<file path="src/rtl/fxc_pkg.sv">
package fxc_pkg;

  typedef struct packed {
    logic pmi;   // bit 3: interrupt on wrap
    logic any;   // bit 2: merge sibling thread
    logic usr;   // bit 1: count in user mode
    logic krn;   // bit 0: count in kernel mode
  } fx_field_t;

  // Global register position of fixed counter n
  function automatic int fx_glb_bit(int n);
    return (n < 3) ? (32 + n) : 48;
  endfunction

  function automatic logic [63:0] fx_ctrl_mask(int nf);
    logic [63:0] m;
    m = '0;
    for (int i = 0; i < 4 * nf; i++) m[i] = 1'b1;
    return m;
  endfunction

  function automatic logic [63:0] fx_glb_mask(int np, int nf);
    logic [63:0] m;
    m = '0;
    for (int i = 0; i < np; i++) m[i] = 1'b1;
    for (int n = 0; n < nf; n++) m[fx_glb_bit(n)] = 1'b1;
    return m;
  endfunction

  // Increment for one counter this cycle: 0, 1 or 2
  function automatic logic [1:0] fx_step(fx_field_t f, logic en,
                                         logic e0, logic e1,
                                         logic k0, logic k1);
    logic a, b;
    a = e0 & (k0 ? f.krn : f.usr);
    b = f.any & e1 & (k1 ? f.krn : f.usr);
    return en ? ({1'b0, a} + {1'b0, b}) : 2'd0;
  endfunction

endpackage

</file>
<file path="src/rtl/fxc_regs.sv">
module fxc_regs
  import fxc_pkg::*;
#(
  parameter int NUM_FIXED = 4,
  parameter int NUM_PROG  = 8
) (
  input  logic                 clk,
  input  logic                 rst_n,
  input  logic                 wr_en,
  input  logic [2:0]           addr,
  input  logic [63:0]          wdata,
  input  logic [NUM_FIXED-1:0] wrap_evt,
  output logic [63:0]          ctrl_q,
  output logic [63:0]          glb_q,
  output logic [NUM_FIXED-1:0] ovf_q
);
  localparam logic [63:0] CTRL_MASK = fx_ctrl_mask(NUM_FIXED);
  localparam logic [63:0] GLB_MASK  = fx_glb_mask(NUM_PROG, NUM_FIXED);

  logic                 st_clr;
  logic [NUM_FIXED-1:0] clr_bits;

  assign st_clr   = wr_en && (addr == 3'd2);
  assign clr_bits = st_clr ? wdata[NUM_FIXED-1:0] : '0;

  always_ff @(posedge clk or negedge rst_n) begin
    if (!rst_n) begin
      ctrl_q <= '0;
      glb_q  <= '0;
      ovf_q  <= '0;
    end else begin
      if (wr_en && addr == 3'd0) ctrl_q <= wdata & CTRL_MASK;
      if (wr_en && addr == 3'd1) glb_q  <= wdata & GLB_MASK;
      ovf_q <= (ovf_q & ~clr_bits) | wrap_evt;
    end
  end

  AST_OVF_STICKY: assert property (@(posedge clk) disable iff (!rst_n)
    !st_clr |=> ((ovf_q & $past(ovf_q)) == $past(ovf_q)));

  AST_WRAP_SETS_STATUS: assert property (@(posedge clk) disable iff (!rst_n)
    (wrap_evt != '0) |=> ((ovf_q & $past(wrap_evt)) == $past(wrap_evt)));

endmodule

</file>
<file path="src/rtl/fxc_counter.sv">
module fxc_counter
  import fxc_pkg::*;
#(
  parameter int CNT_W = 48
) (
  input  logic             clk,
  input  logic             rst_n,
  input  fx_field_t        field,
  input  logic             glb_en,
  input  logic             evt0,
  input  logic             evt1,
  input  logic             krn0,
  input  logic             krn1,
  input  logic             ld,
  input  logic [CNT_W-1:0] ld_val,
  output logic [CNT_W-1:0] cnt,
  output logic             wrap_evt,
  output logic             irq_evt
);
  localparam logic [CNT_W-1:0] ONE = CNT_W'(1);
  localparam logic [CNT_W-1:0] TWO = CNT_W'(2);

  logic [1:0]     step;
  logic [CNT_W:0] sum;

  assign step     = fx_step(field, glb_en, evt0, evt1, krn0, krn1);
  assign sum      = {1'b0, cnt} + {{(CNT_W-1){1'b0}}, step};
  assign wrap_evt = sum[CNT_W] && !ld;
  assign irq_evt  = wrap_evt && field.pmi;

  always_ff @(posedge clk or negedge rst_n) begin
    if (!rst_n)  cnt <= '0;
    else if (ld) cnt <= ld_val;
    else         cnt <= sum[CNT_W-1:0];
  end

  AST_GLB_GATE: assert property (@(posedge clk) disable iff (!rst_n)
    (!glb_en && !ld) |=> (cnt == $past(cnt)));

  AST_STEP_LIMIT: assert property (@(posedge clk) disable iff (!rst_n)
    !ld |=> ((cnt - $past(cnt)) <= TWO));

  AST_SOLO_THREAD: assert property (@(posedge clk) disable iff (!rst_n)
    (!ld && !field.any) |=> ((cnt - $past(cnt)) <= ONE));

  AST_WRAP_LOW: assert property (@(posedge clk) disable iff (!rst_n)
    wrap_evt |=> (cnt <= ONE));

endmodule

</file>
<file path="src/rtl/fxc_rdport.sv">
module fxc_rdport #(
  parameter int NUM_FIXED = 4,
  parameter int CNT_W     = 48
) (
  input  logic                       clk,
  input  logic                       rst_n,
  input  logic                       req,
  input  logic [31:0]                sel,
  input  logic                       user,
  input  logic                       perm,
  input  logic [NUM_FIXED*CNT_W-1:0] cnt_flat,
  output logic                       valid,
  output logic [31:0]                lo,
  output logic [31:0]                hi,
  output logic                       fault
);
  localparam int IW = (NUM_FIXED > 1) ? $clog2(NUM_FIXED) : 1;

  logic          hit, deny;
  logic [IW-1:0] idx;
  logic [63:0]   val;

  assign deny = user && !perm;
  assign hit  = sel[30] && !sel[31] && (sel[29:0] < 30'(NUM_FIXED));
  assign idx  = sel[IW-1:0];

  always_comb begin
    val = '0;
    if (hit && !deny) val[CNT_W-1:0] = cnt_flat[idx*CNT_W +: CNT_W];
  end

  always_ff @(posedge clk or negedge rst_n) begin
    if (!rst_n) begin
      valid <= 1'b0;
      lo    <= '0;
      hi    <= '0;
      fault <= 1'b0;
    end else begin
      valid <= req;
      lo    <= req ? val[31:0]  : '0;
      hi    <= req ? val[63:32] : '0;
      fault <= req && deny;
    end
  end

  AST_FAULT_ZERO: assert property (@(posedge clk) disable iff (!rst_n)
    fault |-> (valid && lo == '0 && hi == '0));

  AST_VALID_FOLLOWS: assert property (@(posedge clk) disable iff (!rst_n)
    req |=> valid);

  AST_NO_SPURIOUS: assert property (@(posedge clk) disable iff (!rst_n)
    !req |=> !valid);

endmodule

</file>
<file path="src/rtl/fxc_unit.sv">
module fxc_unit
  import fxc_pkg::*;
#(
  parameter int NUM_FIXED = 4,
  parameter int NUM_PROG  = 8,
  parameter int CNT_W     = 48
) (
  input  logic                 clk,
  input  logic                 rst_n,
  input  logic                 bus_we,
  input  logic [2:0]           bus_addr,
  input  logic [63:0]          bus_wdata,
  output logic [63:0]          bus_rdata,
  input  logic [NUM_FIXED-1:0] evt_t0,
  input  logic [NUM_FIXED-1:0] evt_t1,
  input  logic                 krn_t0,
  input  logic                 krn_t1,
  input  logic                 rd_req,
  input  logic [31:0]          rd_sel,
  input  logic                 rd_user,
  input  logic                 rd_perm,
  output logic                 rd_valid,
  output logic [31:0]          rd_lo,
  output logic [31:0]          rd_hi,
  output logic                 rd_fault,
  output logic                 irq
);
  logic [63:0]                ctrl_q, glb_q;
  logic [NUM_FIXED-1:0]       ovf_q, wrap_evt, irq_evt, ld;
  logic [CNT_W-1:0]           cnt_arr [NUM_FIXED];
  logic [NUM_FIXED*CNT_W-1:0] cnt_flat;

  fxc_regs #(.NUM_FIXED(NUM_FIXED), .NUM_PROG(NUM_PROG)) u_regs (
    .clk(clk), .rst_n(rst_n), .wr_en(bus_we), .addr(bus_addr),
    .wdata(bus_wdata), .wrap_evt(wrap_evt),
    .ctrl_q(ctrl_q), .glb_q(glb_q), .ovf_q(ovf_q)
  );

  for (genvar n = 0; n < NUM_FIXED; n++) begin : g_cnt
    fx_field_t fld;
    assign fld      = fx_field_t'(ctrl_q[4*n +: 4]);
    assign ld[n]    = bus_we && bus_addr[2] && (bus_addr[1:0] == 2'(n));
    assign cnt_flat[n*CNT_W +: CNT_W] = cnt_arr[n];

    fxc_counter #(.CNT_W(CNT_W)) u_cnt (
      .clk(clk), .rst_n(rst_n), .field(fld),
      .glb_en(glb_q[fx_glb_bit(n)]),
      .evt0(evt_t0[n]), .evt1(evt_t1[n]),
      .krn0(krn_t0), .krn1(krn_t1),
      .ld(ld[n]), .ld_val(bus_wdata[CNT_W-1:0]),
      .cnt(cnt_arr[n]), .wrap_evt(wrap_evt[n]), .irq_evt(irq_evt[n])
    );
  end

  fxc_rdport #(.NUM_FIXED(NUM_FIXED), .CNT_W(CNT_W)) u_rd (
    .clk(clk), .rst_n(rst_n), .req(rd_req), .sel(rd_sel),
    .user(rd_user), .perm(rd_perm), .cnt_flat(cnt_flat),
    .valid(rd_valid), .lo(rd_lo), .hi(rd_hi), .fault(rd_fault)
  );

  always_ff @(posedge clk or negedge rst_n) begin
    if (!rst_n) irq <= 1'b0;
    else        irq <= |irq_evt;
  end

  always_comb begin
    bus_rdata = '0;
    case (bus_addr)
      3'd0: bus_rdata = ctrl_q;
      3'd1: bus_rdata = glb_q;
      3'd2: bus_rdata[NUM_FIXED-1:0] = ovf_q;
      3'd4, 3'd5, 3'd6, 3'd7:
        if (int'(bus_addr[1:0]) < NUM_FIXED)
          bus_rdata[CNT_W-1:0] = cnt_arr[bus_addr[1:0]];
      default: bus_rdata = '0;
    endcase
  end

  AST_IRQ_WITH_STATUS: assert property (@(posedge clk) disable iff (!rst_n)
    irq |-> (ovf_q != '0));

endmodule

</file>
<file path="config.mk">
export PLATFORM = sky130hd
export DESIGN_NAME = fxc_unit
export DESIGN_NICKNAME = d
export VERILOG_FILES = /design/src/rtl/fxc_pkg.sv /design/src/rtl/fxc_regs.sv /design/src/rtl/fxc_counter.sv /design/src/rtl/fxc_rdport.sv /design/src/rtl/fxc_unit.sv
export SDC_FILE = /design/constraint.sdc
export NUM_CORES = 1
export LEC_CHECK = 0
export ABC_AREA = 1
export BUFFER_PORTS_ARGS = -buffer_cell sky130_fd_sc_hd__buf_4
export CELL_PAD_IN_SITES_DETAIL_PLACEMENT = 1
export CELL_PAD_IN_SITES_GLOBAL_PLACEMENT = 2
export CORE_ASPECT_RATIO = 0.9
export CORE_MARGIN = 2
export CORE_UTILIZATION = 35
export CTS_CLUSTER_DIAMETER = 40
export CTS_CLUSTER_SIZE = 16
export DETAILED_ROUTE_END_ITERATION = 8
export PLACE_DENSITY_LB_ADDON = 0.25
export SYNTH_ARGS = -nofsm -noshare
export SYNTH_HDL_FRONTEND = slang
export SYNTH_SLANG_ARGS = --single-unit
</file>
<file path="constraint.sdc">
create_clock -name clk -period 6.3 [get_ports clk]
set_input_delay 1.26 -clock clk [delete_from_list [all_inputs] [get_ports clk]]
set_output_delay 1.26 -clock clk [all_outputs]
set_load 0.01 [all_outputs]
</file>
==> flow_summary.yaml <==
clocking:
  cts_sinks: 275
  cts.clk_slew.worst_paths_ps: 40
  root_buffer: "clkbuf_16"
  clkLatencyLatePin_ps: 600
  cts_tree: "yes"
  h-tree-depth: 3
  postCtsSetupBuffers: 0
  numCtsBuffers: 68
  post_cts_resized: 0
  cts.path.max_buffers: 3
  cts_hold_buf: 0
cells_and_area:
  final_cell_mix: "nand2_1 (865), nor2_1 (354), dfrtp_1 (275)"
  final_common_cell: "nand2_1"
  fin_cells: 3775
  utilization_pct: 43.3
  area_growth_pct: 22.8
  nNetsFinal: 3146
  layout-drive-gt1-share_pct: 13.3
timing:
  finalMaxSlewViolations: 0
  rsz0062_at_grt: "false"
  setup_viol: 0
  fin_tns_setup_ps: 0
  finalHoldViolCount: 0
  fin_ws_ps: 1620
  period_share_pct: 74.4
  fmax_mhz: 213
  worstMarginPinSlew_ps: 1090
  slew_headroom_pct: 27.4
  fin_skew_ps: 17.5
  period_needed_ps: 4680
die:
  die_y_um: 225
  initial_core_util_pct: 35.2
  fp-row-count: 81
  die-area_um2: 56300
  die_w_um: 250
  core_um2: 54000
  ioPinCount: 246
global_routing:
  antenna_found_initial: 6
  grt_use_total_pct: 37.2
  grt_pass1_wl_mm: 150
  grt_max_degree: 121
  grt_overflow: 0
  grt_pass1_vias: 21400
routing:
  wl_per_cell_um: 27.8
  wl_met1_mm: 47.4
  wl_met3_mm: 9.76
  dr.max_layer_used: "met4"
  wl_met2_mm: 44.9
  firstDrtPassIters: 5
  postRouteAntennaNets: 0
  drt-initial-drc-count: 2088
  viasPerCell: 5.70
  drcViolationCount: 0
  num_vias: 21500
  wl_mm: 105
yosys:
  synthArstFlopShare_pct: 100
  yosys_warnings: 0
  syn_area_um2: 19000
  synth.avg_cell_area_um2: 6.72
  syn_inst: 2834
  ys_types: 50
  ys.flop_type: "dfrtp_1"
  synth_seq_cells: 275
  synth_edf_count: 0
  yosysSeqAreaShare_pct: 36.1
placed_design:
  io_buffer_count: 199
  place_inst: 3650
  place_ws_ps: 1680
  gp_congestion: 0.960
  hpwl_mm: 82.8
pwr:
  power.leakage_nw: 10.9
  power_density_nw_per_um2: 342
  vdd_drop_max_v: 0.000169
setup_path:
  crit_path_start_kind: "primary input"
  worstSetupPathType: "primary input to output port"
  crit_required_ps: 5040
  critPathCaptureType: "output port"
  path_max_fanout: 31
  critPathArrivalTime_ps: 3420
min_path:
  min_path_type: "register to register"
run:
  maxCapViolCount: 0
run_status:
  outcome: "completed"
-- where the power goes --
part           total, mW  leakage (nW)  internal, mW  switching, mW
Combinational       1.67          6.34         0.507           1.16
Clock               3.62          1.12          2.43           1.19
Sequential          2.70          3.47          2.08          0.621
-- registers in the layout (all words and copies together), names as in the netlist --
register / cells
g_cnt.u_cnt.cnt: 192
irq: 1
u_rd.fault: 1
u_rd.hi: 16
u_rd.lo: 32
u_rd.valid: 1
u_regs.ctrl_q: 16
u_regs.glb_q: 12
u_regs.ovf_q: 4
-- metrics by stage --
| step | hold WS, ps | instance area (µm²) | total power, mW |
|---|---|---|---|
| floorplan | 453 | 19200 | 3.38 |
| global placement | 467 | 21000 | 4.23 |
| detailed placement | 478 | 21000 | 4.29 |
| CTS | 489 | 23400 | 7.94 |
| global route | 518 | 23400 | 8.28 |
| finish | 493 | 23400 | 8.00 |
-- routing by layer --
metal,global-route usage [%],up-vias
met4,10.8,0
li1,-,9630
met2,55.7,863
met5,0,-
met1,53.2,10900
met3,8.89,139
-- cell usage after synthesis, types with 5 or more instances --
cell       count  area, µm²
nor3b_1        6       45.0
nand2_2        5       31.3
nand2_1      867       3250
o21ai_1       19       95.1
buf_1         12       45.0
nor4_1         7       43.8
inv_1        261        980
xnor2_1       23        201
o21ai_0      263       1320
ha_1          12        150
nor2_4        11        124
dfrtp_1      275       6880
o22ai_1       21        131
a221oi_1      20        175
nand4_1       79        494
o221ai_1      32        280
nor2_2        18        113
o31ai_1        5       37.5
nor2_1       355       1330
xor2_1        62        543
buf_2         25        125
buf_4         32        240
a31oi_1       15       93.8
inv_2          5       18.8
o211ai_1       8       60.1
a21oi_1       69        345
nand3_2        5       50.1
nand2_4        5       56.3
o2111ai_1      5       43.8
nor3_1        57        285
nor3_2         9       90.1
clkbuf_1      67        251
nand3_1      148        741
-- worst max-delay path: stages --
cell and delay [ps]:
buf_4 110, inv_1 40, nand2_1 50, buf_4 370
inv_1 580, a221oi_1 770, buf_4 240
-- cell families after synthesis --
group	after synthesis	synth area share, %
AO/OA/AOI/OAI	464	13.9
XOR/XNOR	85	3.91
adder cells (fa/ha/maj)	16	1.21
buffers and inverters	404	8.76
flip-flops	275	36.1
multiplexers	4	0.237
other	1	0.0197
AND/OR/NAND/NOR	1585	35.9
-- final cells by class --
cell class | count | area [µm²]
inverter | 268 | 1010
timing repair buffer | 217 | 1650
fill | 6906 | 30600
tap | 705 | 882
multi-input combinational | 2185 | 10600
antenna | 6 | 15.0
clock inverter | 34 | 394
sequential | 275 | 6880
clock buffer | 85 | 1920
-- path summary, 6_finish.rpt --
kind	from	slack, ps	end	cells past startpoint
worst max-delay path	bus_addr[1]	1620	bus_rdata[35]	7
worst min-delay path	u_regs.glb_q[6]$_DFFE_PN0P_	490	u_regs.glb_q[6]$_DFFE_PN0P_	2
worst max register to register	u_regs.ctrl_q[5]$_DFFE_PN0P_	2830	g_cnt[1].u_cnt.cnt[30]$_DFF_PN0_	17
worst min register to register	u_regs.glb_q[6]$_DFFE_PN0P_	490	u_regs.glb_q[6]$_DFFE_PN0P_	2
max in group asynchronous	rst_n	4420	u_rd.hi[15]$_DFF_PN0_	2
min in group asynchronous	rst_n	640	u_regs.glb_q[2]$_DFFE_PN0P_	1
Power figures use the tool's default switching activity.
